## config.mk

```make
export PLATFORM = sky130hd
export DESIGN_NAME = regtest_sequencer
export DESIGN_NICKNAME = d
export VERILOG_FILES = /design/src/rtl/rts_pkg.sv /design/src/rtl/rts_value_gen.sv /design/src/rtl/rts_pause_timer.sv /design/src/rtl/rts_tally.sv /design/src/rtl/regtest_sequencer.sv
export SDC_FILE = /design/constraint.sdc
export NUM_CORES = 1
export LEC_CHECK = 0
export BUFFER_PORTS_ARGS = -buffer_cell sky130_fd_sc_hd__clkbuf_2
export CORE_MARGIN = 4
export CORE_UTILIZATION = 60
export CTS_CLUSTER_SIZE = 30
export DETAILED_ROUTE_END_ITERATION = 6
export GPL_TIMING_DRIVEN = 0
export PLACE_DENSITY = 0.84
export SLEW_MARGIN = 20
export SYNTH_ARGS = -nofsm -noshare
export SYNTH_HDL_FRONTEND = slang
export SYNTH_HIERARCHICAL = 1
export SYNTH_SLANG_ARGS = --single-unit
```

## constraint.sdc

```tcl
create_clock -name clk -period 9.44 [get_ports clk]
set_input_delay 0.944 -clock clk [delete_from_list [all_inputs] [get_ports clk]]
set_output_delay 0.944 -clock clk [all_outputs]
set_load 0.05 [all_outputs]
```

## src/rtl/rts_pkg.sv

```systemverilog
package rts_pkg;

  localparam int LFSR_W = 16;
  typedef logic [LFSR_W-1:0] lfsr_t;

  typedef enum logic [2:0] {
    ST_IDLE,
    ST_WR_REQ,
    ST_WR_WAIT,
    ST_RD_REQ,
    ST_RD_WAIT,
    ST_PAUSE
  } seq_state_t;

  // One step of a right-shifting Galois LFSR.
  function automatic lfsr_t lfsr_next(input lfsr_t s, input lfsr_t mask);
    lfsr_t sh;
    sh = s >> 1;
    return s[0] ? (sh ^ mask) : sh;
  endfunction

  // One conditional subtraction stage of a modulo reduction.
  function automatic lfsr_t fold_once(input lfsr_t v, input lfsr_t span);
    return (v >= span) ? (v - span) : v;
  endfunction

endpackage

```

## src/rtl/rts_value_gen.sv

```systemverilog
module rts_value_gen
  import rts_pkg::*;
#(
  parameter int    DATA_W = 8,
  parameter int    SPAN   = 100,
  parameter lfsr_t SEED   = 16'hACE1,
  parameter lfsr_t MASK   = 16'hB400
) (
  input  logic              clk,
  input  logic              rst_n,
  input  logic              advance,
  output logic [DATA_W-1:0] value
);

  // Number of subtract stages that bring any DATA_W-bit value below SPAN.
  localparam int NPASS = (((1 << DATA_W) + SPAN - 1) / SPAN) - 1;

  lfsr_t lfsr_q;
  lfsr_t stage [NPASS+1];

  always_ff @(posedge clk or negedge rst_n) begin
    if (!rst_n)       lfsr_q <= SEED;
    else if (advance) lfsr_q <= lfsr_next(lfsr_q, MASK);
  end

  assign stage[0] = LFSR_W'(lfsr_q[DATA_W-1:0]);

  for (genvar g = 0; g < NPASS; g++) begin : g_fold
    assign stage[g+1] = fold_once(stage[g], LFSR_W'(SPAN));
  end

  assign value = stage[NPASS][DATA_W-1:0];

endmodule

```

## src/rtl/rts_pause_timer.sv

```systemverilog
module rts_pause_timer #(
  parameter int CYCLES = 4
) (
  input  logic clk,
  input  logic rst_n,
  input  logic start,
  output logic active,
  output logic expire
);

  localparam int CW = (CYCLES > 1) ? $clog2(CYCLES) : 1;

  logic [CW-1:0] cnt_q;
  logic          run_q;
  logic          last_tick;

  assign last_tick = run_q && (cnt_q == CW'(CYCLES - 1));

  always_ff @(posedge clk or negedge rst_n) begin
    if (!rst_n) begin
      run_q <= 1'b0;
      cnt_q <= '0;
    end else if (start) begin
      run_q <= 1'b1;
      cnt_q <= '0;
    end else if (last_tick) begin
      run_q <= 1'b0;
    end else if (run_q) begin
      cnt_q <= cnt_q + 1'b1;
    end
  end

  assign active = run_q;
  assign expire = last_tick;

endmodule

```

## src/rtl/rts_tally.sv

```systemverilog
module rts_tally #(
  parameter int CNT_W        = 32,
  parameter int REPORT_EVERY = 100
) (
  input  logic             clk,
  input  logic             rst_n,
  input  logic             read_evt,
  input  logic             mismatch,
  output logic [CNT_W-1:0] read_count,
  output logic [CNT_W-1:0] err_count,
  output logic             report_stb
);

  localparam int PW = (REPORT_EVERY > 1) ? $clog2(REPORT_EVERY) : 1;

  logic [PW-1:0] phase_q;
  logic          phase_wrap;

  assign phase_wrap = (phase_q == PW'(REPORT_EVERY - 1));

  always_ff @(posedge clk or negedge rst_n) begin
    if (!rst_n) begin
      read_count <= '0;
      err_count  <= '0;
      phase_q    <= '0;
      report_stb <= 1'b0;
    end else begin
      report_stb <= 1'b0;
      if (read_evt) begin
        read_count <= read_count + 1'b1;
        if (mismatch) err_count <= err_count + 1'b1;
        if (phase_wrap) begin
          phase_q    <= '0;
          report_stb <= 1'b1;
        end else begin
          phase_q <= phase_q + 1'b1;
        end
      end
    end
  end

endmodule

```

## src/rtl/regtest_sequencer.sv

```systemverilog
module regtest_sequencer
  import rts_pkg::*;
#(
  parameter int    NUM_REGS     = 32,
  parameter int    DATA_W       = 8,
  parameter int    VALUE_SPAN   = 100,
  parameter int    CNT_W        = 32,
  parameter int    REPORT_EVERY = 100,
  parameter int    PAUSE_CYCLES = 4,
  parameter lfsr_t LFSR_SEED    = 16'hACE1,
  parameter lfsr_t LFSR_MASK    = 16'hB400,
  localparam int   ADDR_W       = $clog2(NUM_REGS)
) (
  input  logic              clk,
  input  logic              rst_n,
  input  logic              run_en,
  output logic              req_valid,
  input  logic              req_ready,
  output logic              req_write,
  output logic [ADDR_W-1:0] req_addr,
  output logic [DATA_W-1:0] req_wdata,
  input  logic              rsp_done,
  input  logic [DATA_W-1:0] rsp_rdata,
  output logic [CNT_W-1:0]  err_count,
  output logic [CNT_W-1:0]  read_count,
  output logic              report_stb
);

  seq_state_t state_q, state_d;

  logic [ADDR_W-1:0] addr_q;
  logic [DATA_W-1:0] test_val;

  // Named internal events.
  logic wr_accept;
  logic rd_accept;
  logic wr_done_evt;
  logic pair_done;
  logic mismatch;
  logic pause_active;
  logic pause_expire;
  logic sweep_wrap;

  assign wr_accept   = (state_q == ST_WR_REQ)  && req_ready;
  assign rd_accept   = (state_q == ST_RD_REQ)  && req_ready;
  assign wr_done_evt = (state_q == ST_WR_WAIT) && rsp_done;
  assign pair_done   = (state_q == ST_RD_WAIT) && rsp_done;
  assign mismatch    = pair_done && (rsp_rdata != test_val);
  assign sweep_wrap  = pair_done && (addr_q == ADDR_W'(NUM_REGS - 1));

  always_comb begin
    state_d = state_q;
    unique case (state_q)
      ST_IDLE:    if (run_en)       state_d = ST_WR_REQ;
      ST_WR_REQ:  if (wr_accept)    state_d = ST_WR_WAIT;
      ST_WR_WAIT: if (wr_done_evt)  state_d = ST_RD_REQ;
      ST_RD_REQ:  if (rd_accept)    state_d = ST_RD_WAIT;
      ST_RD_WAIT: if (pair_done)    state_d = ST_PAUSE;
      ST_PAUSE:   if (pause_expire) state_d = run_en ? ST_WR_REQ : ST_IDLE;
      default:                      state_d = ST_IDLE;
    endcase
  end

  always_ff @(posedge clk or negedge rst_n) begin
    if (!rst_n) state_q <= ST_IDLE;
    else        state_q <= state_d;
  end

  always_ff @(posedge clk or negedge rst_n) begin
    if (!rst_n)          addr_q <= '0;
    else if (sweep_wrap) addr_q <= '0;
    else if (pair_done)  addr_q <= addr_q + 1'b1;
  end

  rts_value_gen #(
    .DATA_W (DATA_W),
    .SPAN   (VALUE_SPAN),
    .SEED   (LFSR_SEED),
    .MASK   (LFSR_MASK)
  ) u_value (
    .clk     (clk),
    .rst_n   (rst_n),
    .advance (pair_done),
    .value   (test_val)
  );

  rts_pause_timer #(
    .CYCLES (PAUSE_CYCLES)
  ) u_pause (
    .clk    (clk),
    .rst_n  (rst_n),
    .start  (pair_done),
    .active (pause_active),
    .expire (pause_expire)
  );

  rts_tally #(
    .CNT_W        (CNT_W),
    .REPORT_EVERY (REPORT_EVERY)
  ) u_tally (
    .clk        (clk),
    .rst_n      (rst_n),
    .read_evt   (pair_done),
    .mismatch   (mismatch),
    .read_count (read_count),
    .err_count  (err_count),
    .report_stb (report_stb)
  );

  assign req_valid = (state_q == ST_WR_REQ) || (state_q == ST_RD_REQ);
  assign req_write = (state_q == ST_WR_REQ);
  assign req_addr  = addr_q;
  assign req_wdata = test_val;

endmodule

```

**Word-level counts from Yosys, hierarchy flattened**

Cells that the tools add are included.

- Add/subtract/negate cells: 7
- Reductions and logical operators: 15
- Bitwise logic cells: 1
- Eq/ne operators: 16
- Muxes and demuxes: 21
- Order comparisons: 2

Operator list:

| kind | number |
|---|---|
| adder 32 x 1 -> 32 bit, second input constant | 2 |
| 2-to-1 mux 16 bit | 2 |
| 2-to-1 mux 3 bit | 6 |
| case mux 3 bit (6 select lines) | 1 |
| greater-or-equal comparator 16 x 7 -> 1 bit, second input constant | 1 |
| inequality test 2 bit, second input constant | 6 |
| 2-to-1 mux 5 bit | 2 |
| subtractor 8 x 7 -> 9 bit, second input constant | 1 |
| greater-or-equal comparator 8 x 7 -> 1 bit, second input constant | 1 |
| 2-to-1 mux 8 bit | 1 |
| inequality test 8 bit | 1 |
| subtractor 8 x 7 -> 8 bit, second input constant | 1 |
| adder 7 x 1 -> 7 bit, second input constant | 1 |
| equality test 7 bit, second input constant | 1 |
| logical AND 1 bit | 7 |
| 2-to-1 mux 7 bit | 1 |
| equality test 3 x 2 -> 1 bit, second input constant | 2 |
| equality test 3 bit, second input constant | 2 |
| 2-to-1 mux 2 bit | 3 |
| AND reduction 6 bit | 1 |
| nonzero test 2 bit | 3 |
| adder 5 x 1 -> 5 bit, second input constant | 1 |
| equality test 5 bit, second input constant | 1 |
| 2-to-1 mux 1 bit | 5 |
| 8 further kinds | 9 |

- Logic and storage cells: 71
- Register bits: 99
- Input bits: 13

**Longest topological paths before layout**

Gate-level depths: netlist of run 1.

- Depth after elaboration: 7
- Mapped depth: 20

**Cells and area by module**

Netlist of run 1, hierarchy kept.

Modules (own cells, without submodules):

| module | area an instance (um2) | seq. area each (um2) | cells an instance | times used |
|---|---|---|---|---|
| rts_tally | 3235.6 | 1801.7 | 279 | 1 |
| rts_value_gen | 1141.1 | 410.4 | 116 | 1 |
| regtest_sequencer | 540.5 | 200.2 | 56 | 1 |
| rts_pause_timer | 162.7 | 75.1 | 13 | 1 |

**Least setup slack after synthesis of run 1**

No wires, ideal clock.

- Path kind: flip-flop to flip-flop
- From: register u_value.lfsr_q[3]
- To: register u_tally.err_count[28]
- Data arrival time: 4382 ps
- Path slack: 4916 ps
- Buffers on the path: 1
- Stages on the path, launching flop included: 20
- Data required time: 9299 ps
- Cells stage by stage: dfrtp_1 > inv_1 > ha_1 > nor3b_4 > o21ai_0 > nor2_1 > a21oi_1 > ha_1 > a21boi_0 > and2_1 > o21ai_2 > xnor2_1 > xor2_1 > nor4_1 > a21oi_1 > nand3_1 > nor4_2 > buf_4 > nand4_1 > xnor2_1

- Cells in the longest elaborated chain, start to end: 7
- Elaborated cells on any way between the ends: 9

Ends and longest elaborated chain:

| item | line | RTL |
|---|---|---|
| start, declared | rts_value_gen.sv:18 | `lfsr_t lfsr_q;` |
| start signal, assigned | rts_value_gen.sv:23 | `else if (advance) lfsr_q <= lfsr_next(lfsr_q, MASK);` |
| subtractor 8 x 7 -> 9 bit or greater-or-equal comparator 8 x 7 -> 1 bit (tied branches) | rts_pkg.sv:24 | `return (v >= span) ? (v - span) : v;` |
| 2-to-1 mux 16 bit * | rts_pkg.sv:24 |  |
| greater-or-equal comparator 16 x 7 -> 1 bit or subtractor 8 x 7 -> 8 bit (tied branches) | rts_pkg.sv:24 |  |
| 2-to-1 mux 8 bit * | rts_pkg.sv:24 |  |
| named net req_wdata[2] | regtest_sequencer.sv:21 | `output logic [DATA_W-1:0] req_wdata,` |
| inequality test 8 bit * | regtest_sequencer.sv:48 | `assign mismatch = pair_done && (rsp_rdata != test_val);` |
| logical AND 1 bit * | regtest_sequencer.sv:48 |  |
| named net mismatch | regtest_sequencer.sv:39 | `logic mismatch;` |
| AND reduction 2 bit (no source line) * | -- |  |
| end signal, assigned | rts_tally.sv:31 | `if (mismatch) err_count <= err_count + 1'b1;` |
| end, declared | rts_tally.sv:10 | `output logic [CNT_W-1:0] err_count,` |

Mark *: on every way through the listed nets, which the timed path passes. The rest lies on a longest branch.
A chain may end at the register's enable or synchronous reset.

**Worst setup path in the final report of run 1**

- From: register u_value.lfsr_q[3]
- To: register u_tally.err_count[28]

- Cells in the longest elaborated chain, start to end: 7
- Elaborated cells on any way between the ends: 9

Ends and longest elaborated chain:

| item | line |
|---|---|
| subtractor 8 x 7 -> 9 bit or greater-or-equal comparator 8 x 7 -> 1 bit (tied branches) | rts_pkg.sv:24 |
| 2-to-1 mux 16 bit * | rts_pkg.sv:24 |
| greater-or-equal comparator 16 x 7 -> 1 bit or subtractor 8 x 7 -> 8 bit (tied branches) | rts_pkg.sv:24 |
| 2-to-1 mux 8 bit * | rts_pkg.sv:24 |
| inequality test 8 bit * | regtest_sequencer.sv:48 |
| logical AND 1 bit * | regtest_sequencer.sv:48 |
| named net mismatch | regtest_sequencer.sv:39 |
| AND reduction 2 bit (no source line) * | -- |

Marks and branches as above.

==> metrics.txt, run 1 <==
clock tree buffer depth=2; setup violators final=0; post-CTS setup buffer count=0; Post-synth ARST share=1.000; top_reg_cell synth=dfrtp_1; global-route wire length before repair=17920 um; Vias=3860; Resize count post-CTS=0; final RePlAce weighted congestion=approximately 0.86; Yosys cell types=69; Starting Density=0.6182; CORE AREA=8217 sq um; VDD IR max=0.2142 mV; Yosys top cell by area=dfrtp_1; xor/xnor cell area share of the yosys netlist=0.1362; Routed WL per cell=15.52 um; number of buffers added on ports=92; fmax=0.2195 GHz; CTS sink cnt=99; Arrival @ worst endpoint=between 4 and 5 ns; CTS tree=built; Worst-Margin Slew=0.5724 ns; ANT cells=0; Setup CP Type=reg -> reg; complex-gate fraction of the synthesized area=0.06921; Iter 0 DRT Violations=167; largest net degree at the start of global routing=98; Tcrit/Tclk final=0.4827; Tmin final=4.556 ns; layout cells sized above 1=0.2880; final wirelength=about 11000 um; Place WS=between 4 and 5 ns; unrepaired setup endpoints after global routing=false; Seq/Total Area, Yosys=0.4897; setup tns final=0 ns; post-synthesis simple-gate area fraction=0.2158; largest family of logic cells by synthesized area=simple AND/OR/NAND/NOR gates; final setup margin=4.884 ns; Leak=2.812 nW; Area growth syn-to-layout=16.03%; mux share of post-synthesis cell area=0.04015; die area=10000 sq um; status=complete, no violations; Clk Latency, worst-skew pair=0.37 ns; chip height=100.0 um; PwrDens=216.8 nW/um^2; num ports=slightly above 90; Hold Path Class=in -> async; max-slew violations=0; Worst Clk Skew=0.01301 ns; Max-slew headroom=0.6184; grt ovf=0; maxcap violations=0; Synthesis Warnings=6; DIE WIDTH=approximately 100 um; Filler Cell Count=610; initial antenna violation count=0; syn nets=487; cts hold-fix bufs=0; total track usage=0.2193; via density per instance=around 5.7; DR pass1 iterations=4; number of remaining DRC errors=0; ranking of synthesized cells by area=dfrtp_1 (45%), xnor2_1 (10%), dfstp_2 (4.1%); Avg Cell Area, Syn=10.95 sq um; Mapped Cells=464; vias in the first global route=between 3000 and 4000; most frequent cells in the layout=clkbuf_2 (91), dfrtp_1 (91), xnor2_1 (59); CTS buffer count=9; Worst Path Required=between 9 and 10 ns; CP Capture Type=register; row count=33; clock-pin slew on the worst setup and hold paths=about 0.1 ns; CP max FO=10; startpoint types=register; post-synth top area share=0.4483; post-synthesis adder-cell area fraction=0.02463; Yosys reg bits=between 90 and 100; Fin. Hold Viols=0; H-tree depth=3; final net count=a little under 600; number of synthesized flops with an enable pin=0; detailed placer's ending HPWL=7681 um; synthesized cell area=5080 sq um; CTS Root Cell=clkbuf_8; antenna-violating nets left=0
## power by group
part	total (mW)	leakage, nW	switching (mW)	internal (mW)
clock	0.259	0.0908	0.153	0.106
sequential	0.557	1.32	0.0654	0.492
combinational	0.462	1.40	0.292	0.170
## registers in the layout, summed over array words and instances, names as in the netlist
| name | cells |
|---|---|
| u_tally/phase_q | 7 |
| u_tally/err_count | 32 |
| u_pause/active | 1 |
| req_addr | 5 |
| u_tally/read_count | 32 |
| u_pause/cnt_q | 2 |
| u_tally/report_stb | 1 |
| state_q | 3 |
| u_value/lfsr_q | 16 |
## synthesized netlist by cell type, drive strengths merged, types with 8 or more instances
library cell  count
nand3            27
nor3             13
and3             13
nand4            29
buf              10
mux2             16
ha               10
xor2             20
a21oi            12
and2              8
dfstp             8
nor2             26
nand2            33
xnor2            59
dfrtp            91
inv              13
o21ai            11
## worst max-delay path: stages, from the launching register on
cell	delay, ns
dfrtp_1	0.48
inv_1	0.13
ha_1	0.20
nor3b_4	0.17
o21ai_0	0.24
nor2_1	0.06
a21oi_1	0.25
ha_1	0.28
a21boi_0	0.38
and2_1	0.21
o21ai_2	0.09
a21oi_1	0.27
xor2_1	0.17
nor4_1	0.07
a21oi_1	0.29
nand3_1	0.23
nor4_2	0.39
buf_4	0.24
nand4_1	0.13
xnor2_1	0.16
## routing by layer
metal	vias up	track usage	routed length (um)
met1	1906	0.2915	4661
li1	1841	-	-
met2	101	0.3704	5206
met5	-	0	0
met3	12	0.05142	559
met4	0	0.04663	93
## final cells by class
| cell class | instances | area [sq um] | area share |
|---|---|---|---|
| Sequential cell | 99 | 2487 | 0.4220 |
| Multi-Input combinational cell | 339 | 2469 | 0.4188 |
| Timing Repair Buffer | 93 | 496.7 | 0.08427 |
| Clock buffer | 10 | 137.6 | 0.02335 |
| Tap cell | 105 | 131.4 | 0.02229 |
| Buffer | 13 | 75.07 | 0.01274 |
| Clock inverter | 6 | 48.80 | 0.008279 |
| Inverter | 13 | 48.80 | 0.008279 |
## path summary, 6_finish.rpt
check                                                    from                                 end  slack (ns)  cells after the start
max                             u_value/lfsr_q[3]$_DFFE_PN0P_   u_tally/err_count[28]$_DFFE_PN0P_        4.88                     19
min                                                     rst_n             req_addr[3]$_DFFE_PN0P_        0.36                      1
max reg2reg                     u_value/lfsr_q[3]$_DFFE_PN0P_   u_tally/err_count[28]$_DFFE_PN0P_        4.88                     19
min reg2reg                u_tally/read_count[31]$_DFFE_PN0P_  u_tally/read_count[31]$_DFFE_PN0P_        0.50                      1
max in group asynchronous                               rst_n      u_value/lfsr_q[10]$_DFFE_PN1P_        8.40                      2
min in group clk           u_tally/read_count[31]$_DFFE_PN0P_  u_tally/read_count[31]$_DFFE_PN0P_        0.50                      1
## logic make-up (layout without fill, tap and decap cells)
group	after synthesis	count (layout)
AND/OR/NAND/NOR	183	183
XOR/XNOR	79	79
buffers and inverters	26	135
flip-flops	99	99
AO/OA/AOI/OAI	49	49
multiplexers	18	18
adder cells (fa/ha/maj)	10	10
## stage by stage
stage	power, mW	utilization	hold slack (ns)	instance area (sq um)	cells
2_1_floorplan	0.9145	-	0.4649	5080	464
3_3_place_gp	0.9977	0.6903	0.4669	5672	661
3_5_place_dp	1.027	0.6947	0.4816	5708	662
4_1_cts	1.288	0.7174	0.3433	5894	678
5_1_grt	1.355	0.7174	0.3338	5894	678
6_report	1.278	0.7174	0.3599	5894	678
(Power assumes the default switching activity.)
==> inputs of run 2 (changes only) <==
Settings changed: ABC_AREA set to 1, CORE_UTILIZATION 60 to 58, PLACE_DENSITY 0.84 to 0.8.
Clock period 9.44 ns to 4.2 ns, I/O delays scaled along.
==> metrics.txt, run 2 <==
status=complete, no violations; initial antenna violation count=0; CTS sink cnt=99; Yosys top cell by area=dfrtp_1; grt ovf=0; number of remaining DRC errors=0; CP max FO=10; number of synthesized flops with an enable pin=0; chip height=about 110 um; Fin. Hold Viols=0; max-slew violations=0; Avg Cell Area, Syn=7.744 sq um; syn nets=roughly 800; Critical Path Start=u_value/lfsr_q[3]$_DFFE_PN0P_; met1 GRT Util=0.2990; slowest stage cell on the critical path=dfrtp_1; Tcrit/Tclk final=0.8913; row count=36; global-route wire length before repair=22170 um; layout cells sized above 1=0.2307; Mapped Cells=770; Hold Path Class=in -> reg; DIE WIDTH=109.4 um; Seq/Total Area, Yosys=0.4171; final net count=898; final RePlAce weighted congestion=0.8921; DR pass1 iterations=4; clock tree buffer depth=2; num ports=93; Slowest Stage Delay on Critical Path=slightly above 0.4 ns; post-synthesis adder-cell area fraction=0.02098; top flop regs=u_tally/err_count: 32 flops, u_tally/read_count: 32 flops, u_value/lfsr_q: 16 flops; via density per instance=5.112; top_reg_cell synth=dfrtp_1; CTS Root Cell=clkbuf_8; setup tns final=0 ns; post-synthesis simple-gate area fraction=0.3726; startpoint types=register; antenna-violating nets left=0; Starting Density=0.6018; Iter 0 DRT Violations=roughly 210; r2r startpoint=u_value/lfsr_q[3]$_DFFE_PN0P_; Worst Hold Launch=req_ready; Vias=5178; post-route cell area=between 6000 and 7000 sq um; ANT cells=0; vias in the first global route=5042; CTS tree=built; Yosys cell types=40; top-count cell post-synth=nand2_1; H-tree depth=3; Leak=3.603 nW; Area growth syn-to-layout=14.92%; final wirelength=12750 um; Routed WL per cell=12.58 um; complex-gate fraction of the synthesized area=0.03252; fmax=around 0.27 GHz; Area after DPL=6626 sq um; largest family of logic cells by synthesized area=simple AND/OR/NAND/NOR gates; clock-pin slew on the worst setup and hold paths=0.09 ns; most common cell after layout, fill and taps aside=nand2_1; synthesized cell area=5963 sq um; most frequent cells in the layout=nand2_1 (222), inv_1 (96), clkbuf_2 (91), dfrtp_1 (91), nor2_1 (75); setup violators final=0; CTS buffer count=9; busiest grt layer=met2; Worst Path Required=between 4 and 5 ns; post-synth top area share=0.3819; Worst Clk Skew=around 0.0092 ns; PwrDens=576.0 nW/um^2; Filler Cell Count=859; Max-slew headroom=0.7362; die area=between 10000 and 15000 sq um; Setup CP Type=reg -> reg; most used cell, CP=nand2_1; maxcap violations=0; Yosys reg bits=99; VDD IR max=about 0.71 mV; mux share of post-synthesis cell area=0; detailed placer's ending HPWL=9920 um; Post-synth ARST share=1.000; Resize count post-CTS=0; CORE AREA=a little under 10000 sq um; xor/xnor cell area share of the yosys netlist=0.07491; Synthesis Warnings=6; Clk Latency, worst-skew pair=between 0.3 and 0.4 ns; number of buffers added on ports=92; Post-synth top cells=nand2_1 (222), inv_1 (96), dfrtp_1 (91); total track usage=0.2264; Arrival @ worst endpoint=3.99 ns; unrepaired setup endpoints after global routing=false; ranking of synthesized cells by area=dfrtp_1 (38%), nand2_1 (14%), inv_1 (6.0%); Tmin final=3.743 ns; met2 GRT Util=0.3832; largest net degree at the start of global routing=slightly above 80; met3 Track Usage GR=0.03406; Worst-Margin Slew=slightly below 0.4 ns; CP Capture Type=register
-- run 2: final timing paths --
path                                                      end  slack [ns]  cells past startpoint
max                         u_tally/err_count[23]$_DFFE_PN0P_        0.46                     30
min in group asynchronous  u_tally/read_count[23]$_DFFE_PN0P_        0.46                      2
min reg2reg                    u_value/lfsr_q[11]$_DFFE_PN1P_        0.48                      2
max in group asynchronous       u_value/lfsr_q[0]$_DFFE_PN1P_        3.08                      3
max reg2reg                 u_tally/err_count[23]$_DFFE_PN0P_        0.46                     30
min                                    state_q[1]$_DFFE_PN0P_        0.37                      3
-- run 2: cells by family (layout without fill, tap and decap cells) --
kind of cell | after synthesis | count (layout)
and+or+nand+nor | 458 | 458
buffers and inverters | 118 | 228
DFF | 99 | 99
xor gates and xnor gates | 51 | 51
AOI/OAI and AO/OA | 34 | 34
adders and majority gates | 10 | 10
-- run 2: worst max-delay path: cells and delay by family, from the launching register on --
kind,cells,cell delay (ns)
adders and majority gates,2,0.35
AOI/OAI and AO/OA,2,0.30
buffers and inverters,5,0.40
DFF,1,0.41
and+or+nand+nor,21,2.16
-- run 2: final cells by class --
type                    instances  area [sq um]  area share
repair buffers                 94         506.7     0.07395
clock inverters                 7         92.59     0.01351
clock buffers                   9         123.9     0.01808
plain buffers                   9         67.56    0.009859
multi-input cells             553          2988      0.4360
flip-flops and latches         99          2487      0.3630
well taps                     133         166.4     0.02428
inverters                     109         420.4     0.06135
-- run 2: report_power, final --
| part | internal (mW) | leakage [nW] | total, mW | switching (mW) |
|---|---|---|---|---|
| sequential | 1.13 | 1.27 | 1.28 | 0.147 |
| combinational | 0.586 | 2.23 | 2.00 | 1.42 |
| clock | 0.333 | 0.101 | 0.663 | 0.330 |
-- run 2: layer usage --
metal  vias up  wire length [um]  share of wire
met2       113              6197           0.49
li1       2619                 -              -
met1      2433              5885           0.46
met5         -                 0              0
met4         0               134          0.011
met3        13               527          0.041
-- run 2: what timing repair did --
action / CTS / global route
endpoints found under the setup margin: 0 / 0
setup buffers: 0 / 0
hold buffers: 1 / 0
hold endpoints to repair: 17 / 0
-- run 2: stage by stage --
stage / setup slack (ns) / util / hold slack, ns / power (mW) / std cells
final: 0.4567 / 0.6915 / 0.3708 / 3.947 / 1013
after global routing: 0.02189 / 0.6915 / 0.3687 / 4.250 / 1013
after CTS: 0.4299 / 0.6915 / 0.3608 / 3.981 / 1013
after detailed placement: 0.4534 / 0.6687 / 0.2910 / 3.308 / 996
after global placement: 0.6073 / 0.6650 / 0.4570 / 3.217 / 995
after floorplan: 0.4733 / - / 0.1244 / 2.893 / 770
==> inputs of run 3 (changes only) <==
Settings changed: BUFFER_PORTS_ARGS -buffer_cell sky130_fd_sc_hd__clkbuf_2 to -buffer_cell sky130_fd_sc_hd__buf_2, CAP_MARGIN set to 40.
Clock period 4.2 ns to 3.69 ns, I/O delays scaled along.
==> metrics.txt, run 3 (synthesized netlist as in run 2, its figures left out) <==
Area growth syn-to-layout=17.88%; ANT cells=0; largest net degree at the start of global routing=62; setup tns final=0 ns; final RePlAce weighted congestion=0.8362; setup violators final=0; CP max FO=7; CTS tree=built; PwrDens=655.7 nW/um^2; FF/Latch Area=between 2000 and 2500 sq um; global-route wire length before repair=between 20000 and 25000 um; CORE AREA=9910 sq um; maxcap violations=0; startpoint types=register; Clk Latency, worst-skew pair=0.36 ns; Filler Cell Count=about 800; Worst R2R Setup Slack=0.22 ns; most frequent cells in the layout=nand2_1 (209), inv_1 (95), buf_2 (91), dfrtp_1 (91), nor2_1 (73); Worst-Margin Slew=about 0.41 ns; VDD IR max=0.9140 mV; reg-to-reg endpoint=u_tally/err_count[23]$_DFFE_PN0P_; Setup CP Type=reg -> reg; DR pass1 iterations=5; Tcrit/Tclk final=0.9410; CTS Root Cell=clkbuf_8; clock-pin slew on the worst setup and hold paths=about 0.090 ns; Iter 0 DRT Violations=276; status=complete, no violations; Hold Path Class=in -> reg; Setup crit end=u_tally/err_count[23]$_DFFE_PN0P_; Starting Density=0.6018; most common cell after layout, fill and taps aside=nand2_1; antenna-violating nets left=0; Critical Path Start=u_value/lfsr_q[3]$_DFFE_PN0P_; CTS buffer count=9; area of the multi-input gates=3063 sq um; Worst Clk Skew=~0.014 ns; Fin. Hold Viols=0; initial antenna violation count=0; die area=11970 sq um; r2r startpoint=u_value/lfsr_q[3]$_DFFE_PN0P_; detailed placer's ending HPWL=around 9700 um; DIE WIDTH=~110 um; final wirelength=12830 um; num ports=93; number of remaining DRC errors=0; vias in the first global route=5073; Max-slew headroom=0.7261; grt ovf=0; CTS sink cnt=99; chip height=around 110 um; row count=36; Worst Path Required=~3.9 ns; length in cells of the worst reg-to-reg path=29; number of buffers added on ports=between 90 and 100; max-slew violations=0; final net count=913; via density per instance=around 5.1; layout cells sized above 1=0.2648; CP Capture Type=register; total track usage=0.2248; Leak=3.749 nW; clock tree buffer depth=2; end-of-flow core utilization=0.7093; fmax=about 0.29 GHz; slowest stage cell on the critical path=dfrtp_1; most used cell, CP=nand2_2; Tot Pwr=4.609 mW; Slowest Stage Delay on Critical Path=0.41 ns; Tmin final=3.472 ns; Arrival @ worst endpoint=3.72 ns; H-tree depth=3; Routed WL per cell=12.48 um; Vias=5252; top flop regs=u_tally/err_count: 32 flops, u_tally/read_count: 32 flops, u_value/lfsr_q: 16 flops
## run 3: routing by layer
metal / vias to the layer above / part of all wire / GRT usage / wire, um
met5: - / 0 / 0 / 0
met2: 106 / 0.49 / 0.3845 / 6285
met4: 0 / 0.0089 / 0.06055 / 114
met3: 14 / 0.048 / 0.03641 / 615
li1: 2649 / - / - / -
met1: 2483 / 0.45 / 0.2976 / 5812
## run 3: where the power goes
group          total, mW  switching (mW)  internal (mW)
clock              0.685           0.358          0.327
sequential          1.46           0.174           1.29
combinational       2.46            1.67          0.785
total               4.61            2.21           2.40
## run 3: worst min-delay path by stage
stage / startpoint / endpoint / slack (ns) / cells after the start
after CTS: req_ready / state_q[1]$_DFFE_PN0P_ / 0.31 / 3
after floorplan: rst_n / req_addr[0]$_DFFE_PN0P_ / 0.07 / 0
after global routing: req_ready / state_q[1]$_DFFE_PN0P_ / 0.32 / 3
after global placement: u_value/lfsr_q[9]$_DFFE_PN0P_ / u_value/lfsr_q[9]$_DFFE_PN0P_ / 0.46 / 2
after detailed placement: rst_n / u_tally/read_count[24]$_DFFE_PN0P_ / 0.30 / 1
final: req_ready / state_q[1]$_DFFE_PN0P_ / 0.33 / 3
## run 3: stage by stage
step,hold slack (ns),instance area (sq um),setup WS (ns),std cells
after floorplan,0.07341,5966,0.1663,770
after global placement,0.4575,6593,0.05258,995
after detailed placement,0.3006,6626,-0.05857,996
after CTS,0.3115,6837,0.03431,1013
after global routing,0.3231,7029,-0.05163,1028
final,0.3281,7029,0.2179,1028
## run 3: repair_timing
action / 4_1_cts / 5_1_grt
hold buffers: 1 / 0
setup endpoints to repair: 7 / 21
endpoints found under the hold margin: 36 / 0
setup buffers: 0 / 16
gates resized for setup: 2 / 22
pin swaps: 0 / 19
## run 3: critical path: cells and delay by family, from the launching register on
| family | cells | cell delay, ns |
|---|---|---|
| adders and majority gates | 1 | 0.17 |
| DFF | 1 | 0.41 |
| buffers and inverters | 4 | 0.41 |
| AOI/OAI and AO/OA | 2 | 0.30 |
| and+or+nand+nor | 22 | 2.07 |
## run 3: final cells by class
type	instances	area share
plain buffers	8	0.008544
clock buffers	10	0.01958
clock inverters	6	0.007832
inverters	109	0.06016
multi-input cells	553	0.4357
flip-flops and latches	99	0.3539
well taps	133	0.02367
repair buffers	110	0.09060
